--- config.mk ---
export PLATFORM = sky130hd
export DESIGN_NAME = irq_pend_ctrl
export DESIGN_NICKNAME = d
export VERILOG_FILES = /design/src/rtl/irq_pkg.sv /design/src/rtl/irq_w1c_reg.sv /design/src/rtl/irq_prio_enc.sv /design/src/rtl/irq_sub_stage.sv /design/src/rtl/irq_pend_ctrl.sv
export SDC_FILE = /design/constraint.sdc
export NUM_CORES = 1
export LEC_CHECK = 0
export BUFFER_PORTS_ARGS = -buffer_cell sky130_fd_sc_hd__buf_2
export CORE_AREA = 2 2 140 142
export DETAILED_ROUTE_END_ITERATION = 16
export DIE_AREA = 0 0 142 144
export PLACE_DENSITY_LB_ADDON = 0.12
export SKIP_LAST_GASP = 1
export SYNTH_ARGS = -nofsm -noshare
export SYNTH_HDL_FRONTEND = slang
export SYNTH_HIERARCHICAL = 1
export SYNTH_SLANG_ARGS = --single-unit
--- constraint.sdc ---
create_clock -name clk_i -period 2.4 [get_ports clk_i]
set_input_delay 0.48 -clock clk_i [delete_from_list [all_inputs] [get_ports clk_i]]
set_output_delay 0.48 -clock clk_i [all_outputs]
set_load 0.03 [all_outputs]
--- src/rtl/irq_pkg.sv ---
package irq_pkg;
  localparam int unsigned ADDR_W = 3;
  localparam logic [ADDR_W-1:0] ADDR_SRC    = 3'd0;
  localparam logic [ADDR_W-1:0] ADDR_MODE   = 3'd1;
  localparam logic [ADDR_W-1:0] ADDR_MASK   = 3'd2;
  localparam logic [ADDR_W-1:0] ADDR_WIN    = 3'd3;
  localparam logic [ADDR_W-1:0] ADDR_OFF    = 3'd4;
  localparam logic [ADDR_W-1:0] ADDR_SUBPND = 3'd5;
  localparam logic [ADDR_W-1:0] ADDR_SUBMSK = 3'd6;
endpackage

--- src/rtl/irq_w1c_reg.sv ---
module irq_w1c_reg #(
  parameter int unsigned W = 32
) (
  input  logic         clk_i,
  input  logic         rst_ni,
  input  logic [W-1:0] set_i,
  input  logic [W-1:0] clr_i,
  output logic [W-1:0] q_o
);
  always_ff @(posedge clk_i or negedge rst_ni) begin
    if (!rst_ni) q_o <= '0;
    else         q_o <= (q_o & ~clr_i) | set_i;  // set wins over clear
  end
endmodule

--- src/rtl/irq_prio_enc.sv ---
module irq_prio_enc #(
  parameter int unsigned N     = 32,
  localparam int unsigned IDX_W = $clog2(N)
) (
  input  logic [N-1:0]     req_i,
  output logic [N-1:0]     oh_o,
  output logic [IDX_W-1:0] idx_o,
  output logic             vld_o
);
  always_comb begin
    oh_o  = '0;
    idx_o = '0;
    vld_o = |req_i;
    for (int i = N - 1; i >= 0; i--) begin
      if (req_i[i]) begin
        oh_o     = '0;
        oh_o[i]  = 1'b1;
        idx_o    = IDX_W'(i);
      end
    end
  end
endmodule

--- src/rtl/irq_sub_stage.sv ---
module irq_sub_stage #(
  parameter int unsigned SUB_W   = 16,
  parameter int unsigned SUB_LO  = 13,
  parameter int unsigned SUB_CNT = 2
) (
  input  logic             clk_i,
  input  logic             rst_ni,
  input  logic [SUB_W-1:0] sub_req_i,
  input  logic             pnd_we_i,
  input  logic             msk_we_i,
  input  logic [SUB_W-1:0] wdata_i,
  output logic [SUB_W-1:0] pnd_o,
  output logic [SUB_W-1:0] msk_o,
  output logic             parent_req_o
);
  localparam logic [SUB_W-1:0] GRP = SUB_W'(((1 << SUB_CNT) - 1) << SUB_LO);

  logic [SUB_W-1:0] pnd_clr;
  assign pnd_clr = pnd_we_i ? wdata_i : '0;

  irq_w1c_reg #(.W(SUB_W)) u_pnd (
    .clk_i (clk_i),
    .rst_ni(rst_ni),
    .set_i (sub_req_i & GRP),
    .clr_i (pnd_clr),
    .q_o   (pnd_o)
  );

  always_ff @(posedge clk_i or negedge rst_ni) begin
    if (!rst_ni)       msk_o <= '1;
    else if (msk_we_i) msk_o <= wdata_i;
  end

  assign parent_req_o = |(pnd_o & ~msk_o & GRP);
endmodule

--- src/rtl/irq_pend_ctrl.sv ---
module irq_pend_ctrl
  import irq_pkg::*;
#(
  parameter int unsigned NSRC       = 32,
  parameter int unsigned SUB_W      = 16,
  parameter int unsigned SUB_LO     = 13,
  parameter int unsigned SUB_CNT    = 2,
  parameter int unsigned SUB_PARENT = 9
) (
  input  logic              clk_i,
  input  logic              rst_ni,
  input  logic [NSRC-1:0]   src_req_i,
  input  logic [SUB_W-1:0]  sub_req_i,
  input  logic              wr_en_i,
  input  logic [ADDR_W-1:0] addr_i,
  input  logic [NSRC-1:0]   wdata_i,
  output logic [NSRC-1:0]   rdata_o,
  output logic              fiq_o,
  output logic              irq_o
);
  localparam int unsigned OFF_W = $clog2(NSRC);

  logic [NSRC-1:0]  src_pnd, mode_q, mask_q, win_q, eff_req, src_clr, cand, win_oh;
  logic [OFF_W-1:0] off_q, win_idx;
  logic             win_vld, parent_req;
  logic [SUB_W-1:0] sub_pnd, sub_msk;

  logic wr_src, wr_mode, wr_mask, wr_win, wr_subp, wr_subm;
  assign wr_src  = wr_en_i && (addr_i == ADDR_SRC);
  assign wr_mode = wr_en_i && (addr_i == ADDR_MODE);
  assign wr_mask = wr_en_i && (addr_i == ADDR_MASK);
  assign wr_win  = wr_en_i && (addr_i == ADDR_WIN);
  assign wr_subp = wr_en_i && (addr_i == ADDR_SUBPND);
  assign wr_subm = wr_en_i && (addr_i == ADDR_SUBMSK);

  irq_sub_stage #(.SUB_W(SUB_W), .SUB_LO(SUB_LO), .SUB_CNT(SUB_CNT)) u_sub (
    .clk_i       (clk_i),
    .rst_ni      (rst_ni),
    .sub_req_i   (sub_req_i),
    .pnd_we_i    (wr_subp),
    .msk_we_i    (wr_subm),
    .wdata_i     (wdata_i[SUB_W-1:0]),
    .pnd_o       (sub_pnd),
    .msk_o       (sub_msk),
    .parent_req_o(parent_req)
  );

  // parent bit is driven only by the sub-stage
  always_comb begin
    eff_req             = src_req_i;
    eff_req[SUB_PARENT] = parent_req;
  end

  assign src_clr = wr_src ? wdata_i : '0;

  irq_w1c_reg #(.W(NSRC)) u_src (
    .clk_i (clk_i),
    .rst_ni(rst_ni),
    .set_i (eff_req),
    .clr_i (src_clr),
    .q_o   (src_pnd)
  );

  always_ff @(posedge clk_i or negedge rst_ni) begin
    if (!rst_ni) begin
      mode_q <= '0;
      mask_q <= '1;
    end else begin
      if (wr_mode && ((wdata_i & (wdata_i - NSRC'(1))) == '0)) mode_q <= wdata_i;
      if (wr_mask) mask_q <= wdata_i;
    end
  end

  assign cand = src_pnd & ~mode_q & ~mask_q;

  irq_prio_enc #(.N(NSRC)) u_prio (
    .req_i(cand),
    .oh_o (win_oh),
    .idx_o(win_idx),
    .vld_o(win_vld)
  );

  always_ff @(posedge clk_i or negedge rst_ni) begin
    if (!rst_ni) begin
      win_q <= '0;
      off_q <= '0;
    end else if (win_q == '0) begin
      if (win_vld) begin
        win_q <= win_oh;
        off_q <= win_idx;
      end else if (!src_pnd[off_q]) begin
        off_q <= '0;
      end
    end else if (wr_win) begin
      win_q <= win_q & ~wdata_i;
    end
  end

  assign irq_o = |win_q;
  assign fiq_o = |(src_pnd & mode_q & ~mask_q);

  always_comb begin
    unique case (addr_i)
      ADDR_SRC:    rdata_o = src_pnd;
      ADDR_MODE:   rdata_o = mode_q;
      ADDR_MASK:   rdata_o = mask_q;
      ADDR_WIN:    rdata_o = win_q;
      ADDR_OFF:    rdata_o = NSRC'(off_q);
      ADDR_SUBPND: rdata_o = NSRC'(sub_pnd);
      ADDR_SUBMSK: rdata_o = NSRC'(sub_msk);
      default:     rdata_o = '0;
    endcase
  end
endmodule

Yosys cells after proc, flatten, opt, wreduce, memory -nomap -nowiden
Index checks and enable logic that the tools add are counted.

Latch bits: 0. Flip-flop bits (word level): 165. Word-level logic and storage cells: 125. Memories kept: 0. Memory bits (writable): 0. Input bits: 86. Output and inout bits: 34. Bits in read-only memories: 0.

Add/subtract/negate cells: 1. Div/mod/pow operators: 0. Reduce and logical (&&, ||, !) cells: 17. Order comparisons: 1. $mul: 0. Equality and inequality tests: 8. Shifts and indexed selects: 0. Multiplexer cells: 74. Bitwise logic cells: 17.

Operator list (number): $mux 32 (36); $and 32x32->32 (7); $pmux 32 s7 (1); $mux 5 (34); $not 32->32 (4); $reduce_or 32->1 (3); $logic_not 32->1 (2); $or 32x32->32 (1); $sub 32x1->32 const B (1); $and 16x16->16 (1); $mux 16 (1); $not 16->16 (1); $or 16x15->16 (1); $and 15x15->15 (1); $not 15->15 (1); $eq 3x3->1 const B (3); $logic_and 1x1->1 (7); $eq 3x2->1 const B (2); $lt 5x6->1 const B (1); $bmux 1 s5 (1); $ne 2x1->1 const B (2); $reduce_and 2->1 (2); $eq 3x1->1 const B (1); $logic_not 3->1 (1); 3 further kinds (3).

Depth between registers and ports, before layout
Gate-level depths: netlist of the first run.

Depth in word-level cells: 37. Gate-level depth with buffers: 11. Gate-level depth less buffers: 8.

By module
Netlist of the first run, hierarchy kept.

By module, submodules not included: irq_pend_ctrl (times used 1, area each 6708.9 sq um, seq. area each 2567.5 sq um, cells an instance 651); irq_w1c_reg at u_src (times used 1, area each 1161.1 sq um, seq. area each 800.8 sq um, cells an instance 96); irq_sub_stage (times used 1, area each 790.8 sq um, seq. area each 420.4 sq um, cells an instance 55); irq_prio_enc (times used 1, area each 762.0 sq um, seq. area each 0.0 sq um, cells an instance 119); irq_w1c_reg at u_sub.u_pnd (times used 1, area each 580.6 sq um, seq. area each 400.4 sq um, cells an instance 48).

Worst setup path before layout of the first run
No wires, ideal clock.

Kind: input-to-reg. Start point: input wdata_i[1]. End point: register mode_q[10]. Required time: 2275 ps. Data arrival time: 3161 ps. Stages: 9. Library setup time: 125 ps. Path buffers: 2. Path slack: -886 ps. Path through: buf_6 > or4_1 > or4_1 > maj3_2 > a2111o_1 > a2111oi_2 > nand4_2 > buf_6 > mux2_4.

Word-level cells in the longest chain between the ends: 4.

Ends and longest elaborated chain: from (decl) (RTL line irq_pend_ctrl.sv:16) `input logic [NSRC-1:0] wdata_i,`; $sub 32x1->32 (RTL line irq_pend_ctrl.sv:69) `if (wr_mode && ((wdata_i & (wdata_i - NSRC'(1))) == '0)) mode_q <= wdata_i;`; $and 32x32->32 (*) (RTL line irq_pend_ctrl.sv:69); $logic_not 32->1 (*) (RTL line irq_pend_ctrl.sv:69); $logic_and 1x1->1 (*) (RTL line irq_pend_ctrl.sv:69); to (signal assigned) (RTL line irq_pend_ctrl.sv:69); to (decl) (RTL line irq_pend_ctrl.sv:23) `logic [NSRC-1:0] src_pnd, mode_q, mask_q, win_q, eff_req, src_clr, cand, win_oh;`.

Mark *: on every way between the ends. The rest lies on a longest branch, timed or not. A chain may end at the register's enable or synchronous reset.

Worst setup path in the final report of the first run
Start point: input wdata_i[3]. End point: register mode_q[4].

The elaborated chain is that of the path after synthesis.

==> impl_metrics.tcl, run 1 <==
set metrics [dict create \
    layout-drive-gt1-share 0.403 \
    setup_tns_ns -20.95 \
    cp_slowest_cell "or4_4" \
    ys.flop_type "dfrtp_1" \
    cts.sinks 165 \
    synth_top_area_cell "dfrtp_1" \
    synthCells 969 \
    synth.area.top_cells "dfrtp_1 29%, dfstp_2 13%, mux2_4 6.0%" \
    finalCritPeriodShare 1.28 \
    finalHoldViolations 1 \
    r2r_setup_slack_ns 0.05 \
    die_h_um 144 \
    leakagePower_nw 5.65 \
    initial_core_util 0.524 \
    routed_wl_um 33800 \
    synth_area_um2 10000 \
    setup.worst_path.class "input port to flip-flop" \
    hold_buffers 0 \
    grt_pass1_vias 8676 \
    reg2reg_to "win_q[0]" \
    drc 0 \
    drv_slew 0 \
    clockBufferDepth 2 \
    critPathRequiredTime_ns 2.72 \
    setup_violations 33 \
    numCtsBuffers 17 \
    cp-start-kind "input port" \
    pin_count 120 \
    grt_start_max_net_pins 51 \
    fin_util 0.667 \
    placed_cell_area_um2 11800 \
    dieWidth_um 142 \
    worst_path_largest_cell_delay_ns 0.55 \
    rsz0062_at_grt "yes" \
    syn2layout_area_growth_pct 27.2 \
    num_antenna_cells 0 \
    wl_per_cell_um 23.3 \
    powerDensity_nw_per_um2 684 \
    ys_top_cells_by_count "117 x dfrtp_1, 72 x nand2_1, 62 x inv_1" \
    cp.arrival_ns 3.38 \
    reg2reg_from "mask_q[19]" \
    clk_latency_ns 0.44 \
    overflow 0 \
    max_freq_ghz 0.326 \
    r2r_cells 7 \
    via_count 9088 \
    cp-end-kind "flip-flop" \
    fin_crit_ns 3.06 \
    pre_cts_slack_ns -1.00 \
    grt_usage 0.334 \
    violations "negative hold slack, negative setup slack" \
    ys_types 74 \
    peakVddDrop_mv 0.506 \
    routabilityCongestion 0.986 \
    dp_hpwl_um 24200 \
    setup_slack_ns -0.665 \
    cts_root_buf "clkbuf_16" \
    synth_edf_count 0 \
    yosys_warnings 6 \
    ys_seq_area_frac 0.419 \
    fin_area_um2 12700 \
    avgViaCountPerCell 6.26 \
    clkTransAtPathRegs_ns 0.07 \
    worst_pin_slew_ns 0.596 \
    slew_headroom 0.602 \
    cp_common_cell "or4_4" \
    holdWs_ns -0.00100 \
    synth_most_common_cell "dfrtp_1" \
    placementRows 51 \
    syn_avg_cell_area_um2 10.3 \
    antenna_left 0 \
    ys_seq_elements 165 \
    drt_pass1_iterations 5 \
    tritoncts "done" \
    status "finished with violations" \
    ys_async_sr_fraction 1.00 \
    yosysTopAreaCellShare 0.293 \
    final_cells 1451 \
    dr.first_iter.drc_count 1068 \
    finalNetCount 1286 \
    holdCritPathClass "input port to asynchronous set/reset pin" \
    grt_pass1_wl_um 51200 \
    maxCapViolations 0 \
    critPathMaxFanout 5 \
    antenna_found_initial 0 \
    die_area_um2 20400 \
    placed_cells 1408 \
    core_area_um2 19100 \
    io_buffers 104 \
    crit_chain "buf_6 > or4_4 > or4_4 > maj3_2 > a2111o_1 > a2111oi_4 > nand4_4 > clkbuf_16 > mux2_4" \
    htree_levels 4 \
    finalClockSkew_ns 0.00795 \
]
==> how the worst max path moves through the flow <==
stage                     cells past startpoint        from    endpoint
after floorplan                               9  wdata_i[1]  mode_q[10]
after global placement                        9  wdata_i[3]  mode_q[13]
after detailed placement                     12  wdata_i[3]  mode_q[18]
after CTS                                    12  wdata_i[3]  mode_q[15]
after global routing                          9  wdata_i[3]  mode_q[24]
final                                         9  wdata_i[3]   mode_q[4]
==> layout by cell type, fill, tap and decap left out, types with 5 or more instances in the layout <==
cell and instances:
and2_1 24, nor3_1 12, nand3b_1 33, nand4_1 11
dfstp_2 48, mux4_2 15, clkbuf_1 6, conb_1 14
mux2_4 41, nor2_1 43, buf_12 9, a22o_1 41
buf_6 11, buf_2 98, a221oi_1 5, nor2b_1 7
mux2i_1 11, and3_1 40, clkbuf_16 18, nor4_2 9
inv_1 60, nor4_1 16, nand3_1 9, nand2b_1 5
nor3b_1 33, nor3b_2 6, buf_4 135, mux2_2 42
a22oi_1 44, a21o_1 54, dfrtp_1 115, a21oi_1 17
o21ai_0 11, nand2_1 71
==> kinds of logic (layout without fill, tap and decap cells) <==
group | Yosys count | in the layout | share of synthesized area
AO/OA/AOI/OAI | 215 | 215 | 0.162
adder cells (fa/ha/maj) | 2 | 2 | 0.00213
buffers and inverters | 120 | 350 | 0.0513
flip-flops | 165 | 165 | 0.419
multiplexers | 109 | 109 | 0.153
other | 1 | 14 | 0.000375
AND/OR/NAND/NOR | 357 | 358 | 0.212
==> what timing repair did <==
item,CTS,global route
cloned,1,3
setup buffers,4,5
resized for setup,18,29
endpoints found under the setup margin,59,91
pin swaps,9,5
==> flip-flops by register name (all words and copies together), names as in the netlist <==
register and count:
mode_q 32, off_q 5, u_sub/msk_o 16, win_q 32, mask_q 32, u_sub/u_pnd/q_o 16
u_src/q_o 32
==> cell type report <==
cell class	count	area, µm²
well taps	238	298
clock inverters	8	101
multi-input cells	698	5560
repair buffers	256	1880
fillers	1549	6350
clock buffers	24	462
inverters	62	233
flip-flops and latches	165	4190
==> layer usage <==
metal  up-vias  part of all wire  track usage
li1       4046                 -            -
met1      4508              0.43        0.477
met2       463              0.46        0.521
met3        71             0.081       0.0593
met4         0             0.027        0.102
met5         -                 0            0
==> worst max-delay path: cells and delay by family <==
family                     cells  cell delay (ns)
adders and majority gates      1             0.33
and+or+nand+nor                3             1.26
buffers and inverters          2             0.35
AOI/OAI and AO/OA              2             0.65
muxes                          1             0.30
==> where the power goes <==
group | leakage, nW | total, W | internal, W | switching, W
combinational | 3.50 | 0.00254 | 0.00117 | 0.00137
sequential | 1.89 | 0.00344 | 0.00317 | 0.000269
clock | 0.264 | 0.00272 | 0.00156 | 0.00117
total | 5.65 | 0.00871 | 0.00590 | 0.00281
==> through the flow <==
stage,total power (W),hold slack (ns)
after floorplan,0.00483,0.184
after global placement,0.00577,0.464
after detailed placement,0.00579,0.470
after CTS,0.00856,0.0202
after global routing,0.00904,0.0170
final,0.00871,-0.00100
No activity file was read; power rests on OpenSTA's default activity.
==> run 2: changes to the inputs <==
CORE_AREA = 2 2 145 147   (was 2 2 140 142)
DIE_AREA = 0 0 147 149   (was 0 0 142 144)
TNS_END_PERCENT = 20   (was unset)
==> impl_metrics.tcl, run 2 (same netlist as run 1, synthesis figures left out) <==
set metrics [dict create \
    numCtsBuffers 17 \
    fin_util 0.612 \
    antenna_found_initial 0 \
    core_area_um2 20600 \
    critPathMaxFanout 17 \
    placementRows 53 \
    grt_usage 0.316 \
    clockBufferDepth 2 \
    max_freq_ghz 0.337 \
    cp.arrival_ns 3.28 \
    worst_pin_slew_ns 0.692 \
    slew_headroom 0.537 \
    finalClockSkew_ns 0.0116 \
    swShare 0.316 \
    setup_tns_ns -22.65 \
    die_area_um2 21900 \
    powerDensity_nw_per_um2 696 \
    tritoncts "done" \
    overflow 0 \
    leakagePower_nw 5.56 \
    p_sw_w 0.00277 \
    wl_per_cell_um 22.8 \
    avgViaCountPerCell 5.95 \
    setup.worst_path.class "input port to flip-flop" \
    io_buffers 104 \
    dieWidth_um 147 \
    rsz0062_at_grt "yes" \
    clkTransAtPathRegs_ns 0.07 \
    htree_levels 4 \
    violations "negative setup slack" \
    clk_latency_ns 0.43 \
    seq_power_share 0.393 \
    layout-drive-gt1-share 0.379 \
    antenna_left 0 \
    finalCritPeriodShare 1.24 \
    p_comb_frac 0.288 \
    pin_count 120 \
    holdWs_ns 0.222 \
    drv_slew 0 \
    layout_common_cells "136 x buf_4, 117 x dfrtp_1, 103 x buf_2, 72 x nand2_1, 62 x inv_1" \
    cts.sinks 165 \
    setup_slack_ns -0.568 \
    cp-start-kind "input port" \
    holdCritPathClass "input port to flip-flop" \
    power_w 0.00875 \
    status "finished with violations" \
    setup_violations 92 \
    die_h_um 149 \
    dr.first_iter.drc_count 718 \
    critPathRequiredTime_ns 2.71 \
    maxCapViolations 0 \
    finalHoldViolations 0 \
    clkPwrFrac 0.320 \
    drc 0 \
    dp_hpwl_um 25000 \
    peakVddDrop_mv 0.471 \
    via_count 8839 \
    initial_core_util 0.487 \
    routabilityCongestion 0.931 \
    grt_pass1_vias 8764 \
    grt_pass1_wl_um 52400 \
    fin_crit_ns 2.97 \
    drt_pass1_iterations 5 \
    routed_wl_um 33800 \
    p_int_w 0.00599 \
    syn2layout_area_growth_pct 25.8 \
    cp-end-kind "flip-flop" \
    num_antenna_cells 0 \
    grt_start_max_net_pins 50 \
    mostFrequentLayoutCell "buf_4" \
    finalNetCount 1285 \
    cts_root_buf "clkbuf_16" \
]
## run 2: changes by cell type in the layout (fill, tap and decap cells not counted), sizes merged
| cell | change |
|---|---|
| bufbuf | -1 |
| clkinvlp | +1 |
| clkbuf | -3 |
| clkinv | -1 |
| bufinv | +1 |
| and2 | -1 |
| dlygate4sd3 | +1 |
| buf | +1 |
## run 2: what timing repair did
action | CTS | global route
pin swaps | 0 | 1
buffers inserted | 0 | 0
endpoints found under the hold margin | 14 | 0
resized for setup | 3 | 3
endpoints found under the setup margin | 86 | 101
hold buffers | 1 | 0
## run 2: through the flow
step	instance area, µm²	setup slack (ns)	std cells
finish	12600	-0.568	1486
global route	12600	-0.660	1486
CTS	12600	-0.554	1486
detailed placement	12000	-1.01	1454
global placement	12000	-0.979	1454
floorplan	10100	-0.754	982
## run 2: critical path: stages
cell      delay, ns
buf_2          0.11
or4_1          0.59
nor4bb_2       0.34
or3b_2         0.50
maj3_1         0.36
o22ai_1        0.18
nand4_2        0.17
buf_8          0.22
mux2_4         0.32
## run 2: power by group through the flow
stage / Clock, W / Combinational, W / Sequential (W)
after floorplan: 0 / 0.00138 / 0.00336
final: 0.00280 / 0.00252 / 0.00344
after global routing: 0.00293 / 0.00269 / 0.00347
after CTS: 0.00283 / 0.00249 / 0.00343
after detailed placement: 0 / 0.00247 / 0.00347
after global placement: 0 / 0.00245 / 0.00347
## run 2: cell type report
type	instances	area, µm²
Inverter	62	233
Fill cell	1806	7970
Multi-Input combinational cell	697	5400
Clock buffer	22	444
Timing Repair Buffer	256	1840
Clock inverter	9	130
Tap cell	275	344
Sequential cell	165	4190
## run 2: final timing paths
| check | startpoint | slack, ns | endpoint | depth (start not counted) |
|---|---|---|---|---|
| max | wdata_i[22] | -0.57 | mode_q[5] | 9 |
| min | src_req_i[4] | 0.22 | u_src/q_o[4] | 2 |
| max reg2reg | off_q[1] | -0.18 | off_q[1] | 7 |
| min reg2reg | u_sub/u_pnd/q_o[0] | 0.48 | u_sub/u_pnd/q_o[0] | 1 |
| max in group asynchronous | rst_ni | 1.16 | mask_q[12] | 3 |
| min in group asynchronous | rst_ni | 0.56 | win_q[24] | 2 |
## run 2: per-layer routing
layer | up-vias | share of wire | global-route usage
li1 | 4034 | - | -
met1 | 4398 | 0.44 | 0.446
met2 | 348 | 0.46 | 0.491
met5 | - | 0 | 0
met3 | 59 | 0.069 | 0.0633
met4 | 0 | 0.031 | 0.106
==> run 3: changes to the inputs <==
CELL_PAD_IN_SITES_DETAIL_PLACEMENT = 0   (was unset)
CELL_PAD_IN_SITES_GLOBAL_PLACEMENT = 2   (was unset)
CORE_AREA = 2 2 175 177   (was 2 2 145 147)
DIE_AREA = 0 0 177 179   (was 0 0 147 149)
==> impl_metrics.tcl, run 3 (same netlist as run 1, synthesis figures left out) <==
set metrics [dict create \
    status "finished with violations" \
    placed_cell_area_um2 12200 \
    cp.arrival_ns 3.30 \
    fin_util 0.423 \
    dieWidth_um 177 \
    swShare 0.339 \
    finalClockSkew_ns 0.0188 \
    r2r_cells 7 \
    clkPwrFrac 0.307 \
    grt_start_max_net_pins 52 \
    r2r_setup_slack_ns -0.13 \
    nFillCells 3046 \
    drc 0 \
    die_h_um 179 \
    dp_hpwl_um 28900 \
    cts_root_buf "clkbuf_16" \
    reg2reg_to "off_q[0]" \
    drv_slew 0 \
    holdWs_ns -0.00729 \
    cp_common_cell "or4_4" \
    rsz0062_at_grt "yes" \
    cp-end-kind "flip-flop" \
    reg2reg_from "mask_q[19]" \
    drt_pass1_iterations 5 \
    finalCritPeriodShare 1.24 \
    dr.first_iter.drc_count 791 \
    peakVddDrop_mv 0.518 \
    wl_per_cell_um 23.5 \
    crit_end "mode_q[14]" \
    setup.worst_path.class "input port to flip-flop" \
    clk_latency_ns 0.45 \
    die_area_um2 31700 \
    layout-drive-gt1-share 0.385 \
    maxCapViolations 0 \
    max_freq_ghz 0.336 \
    core_area_um2 30000 \
    num_antenna_cells 0 \
    routed_wl_um 38000 \
    critPathRequiredTime_ns 2.72 \
    clockBufferDepth 2 \
    avgViaCountPerCell 5.37 \
    power_w 0.00862 \
    critPathMaxFanout 24 \
    finalNetCount 1290 \
    fin_area_um2 12700 \
    initial_core_util 0.333 \
    tritoncts "done" \
    io_buffers 104 \
    leakagePower_nw 5.58 \
    grt_pass1_vias 8651 \
    p_comb_frac 0.298 \
    clkTransAtPathRegs_ns 0.07 \
    cp_slowest_cell "or4_4" \
    pin_count 120 \
    overflow 0 \
    cp-start-kind "input port" \
    layout_common_cells "144 x buf_4, 117 x dfrtp_1, 103 x buf_2, 72 x nand2_1, 62 x inv_1" \
    placementRows 64 \
    worst_pin_slew_ns 0.582 \
    p_int_w 0.00570 \
    worst_path_largest_cell_delay_ns 0.56 \
    antenna_found_initial 0 \
    multi_input_comb_area_um2 5380 \
    mostFrequentLayoutCell "buf_4" \
    cts.sinks 165 \
    fin_crit_ns 2.97 \
    antenna_left 0 \
    htree_levels 4 \
    holdCritPathClass "input port to asynchronous set/reset pin" \
    via_count 8663 \
    setup_slack_ns -0.573 \
    p_sw_w 0.00292 \
    seq_power_share 0.395 \
    slew_headroom 0.611 \
    crit_path_start "wdata_i[3]" \
    grt_pass1_wl_um 57000 \
    powerDensity_nw_per_um2 678 \
    crit_chain "buf_2 > or4_4 > or4_4 > maj3_2 > a2111o_1 > a2111oi_2 > nand4_2 > buf_12 > mux2_4" \
    numCtsBuffers 17 \
    finalHoldViolations 3 \
    setup_violations 99 \
    register_area_um2 4190 \
    violations "negative hold slack, negative setup slack" \
    grt_usage 0.248 \
    syn2layout_area_growth_pct 27.0 \
    routabilityCongestion 0.874 \
]
[run 3: cell count changes in the layout (fill, tap and decap cells not counted), moves of 2 or more]
| cell | delta |
|---|---|
| clkbuf_1 | -4 |
| buf_4 | +8 |
| clkinv_4 | +2 |
| bufinv_16 | -3 |
| clkinvlp_4 | -2 |
| inv_6 | +5 |
| clkinv_2 | +2 |
[run 3: layout make-up]
cell class	count	area share
multi-input cells	697	0.424
flip-flops and latches	165	0.330
repair buffers	261	0.147
well taps	396	0.0390
clock buffers	19	0.0349
inverters	62	0.0183
clock inverters	13	0.00758
[run 3: per-stage QoR]
step                      setup WS (ns)  hold WS (ns)  TNS (ns)  std cells
after floorplan                  -0.754         0.184    -30.99        982
after global placement            -1.06         0.459    -38.31       1581
after detailed placement          -1.03         0.474    -36.96       1581
after CTS                        -0.546        0.0187    -22.63       1613
after global routing             -0.588        0.0164    -31.37       1613
final                            -0.573      -0.00729    -23.19       1613
[run 3: power by group through the flow]
stage / logic (W) / clock network (W) / registers, W
after detailed placement: 0.00256 / 0 / 0.00345
after global routing: 0.00276 / 0.00282 / 0.00345
after CTS: 0.00257 / 0.00272 / 0.00340
after floorplan: 0.00138 / 0 / 0.00336
after global placement: 0.00256 / 0 / 0.00345
final: 0.00257 / 0.00264 / 0.00341
[run 3: worst min path at each step]
stage	from	endpoint	slack [ns]
4_1_cts	rst_ni	mode_q[30]	0.02
3_5_place_dp	u_sub/u_pnd/q_o[1]	u_sub/u_pnd/q_o[1]	0.47
2_1_floorplan	rst_ni	mode_q[0]	0.18
6_report	rst_ni	u_src/q_o[29]	-0.007
3_3_place_gp	u_sub/u_pnd/q_o[1]	u_sub/u_pnd/q_o[1]	0.46
5_1_grt	rst_ni	u_src/q_o[29]	0.02
[run 3: worst max-delay path: cells and delay by family]
kind / cells / cell delay (ns)
simple gates: 3 / 1.20
compound gates: 2 / 0.59
buf+inv: 2 / 0.35
fa+ha+maj: 1 / 0.34
mux: 1 / 0.31
[run 3: layer usage]
metal,vias up,track usage,part of all wire,wire [µm]
li1,4045,-,-,-
met1,4362,0.354,0.48,18300
met2,223,0.391,0.46,17400
met3,33,0.0428,0.046,1750
met4,0,0.0554,0.015,557
met5,-,0,0,0
[run 3: timing repair]
| action | 4_1_cts | 5_1_grt |
|---|---|---|
| resized for setup | 1 | 0 |
| gates cloned | 0 | 0 |
| pin swaps | 0 | 0 |
| hold buffers | 0 | 0 |
| buffers inserted | 0 | 0 |
| endpoints found under the setup margin | 100 | 102 |
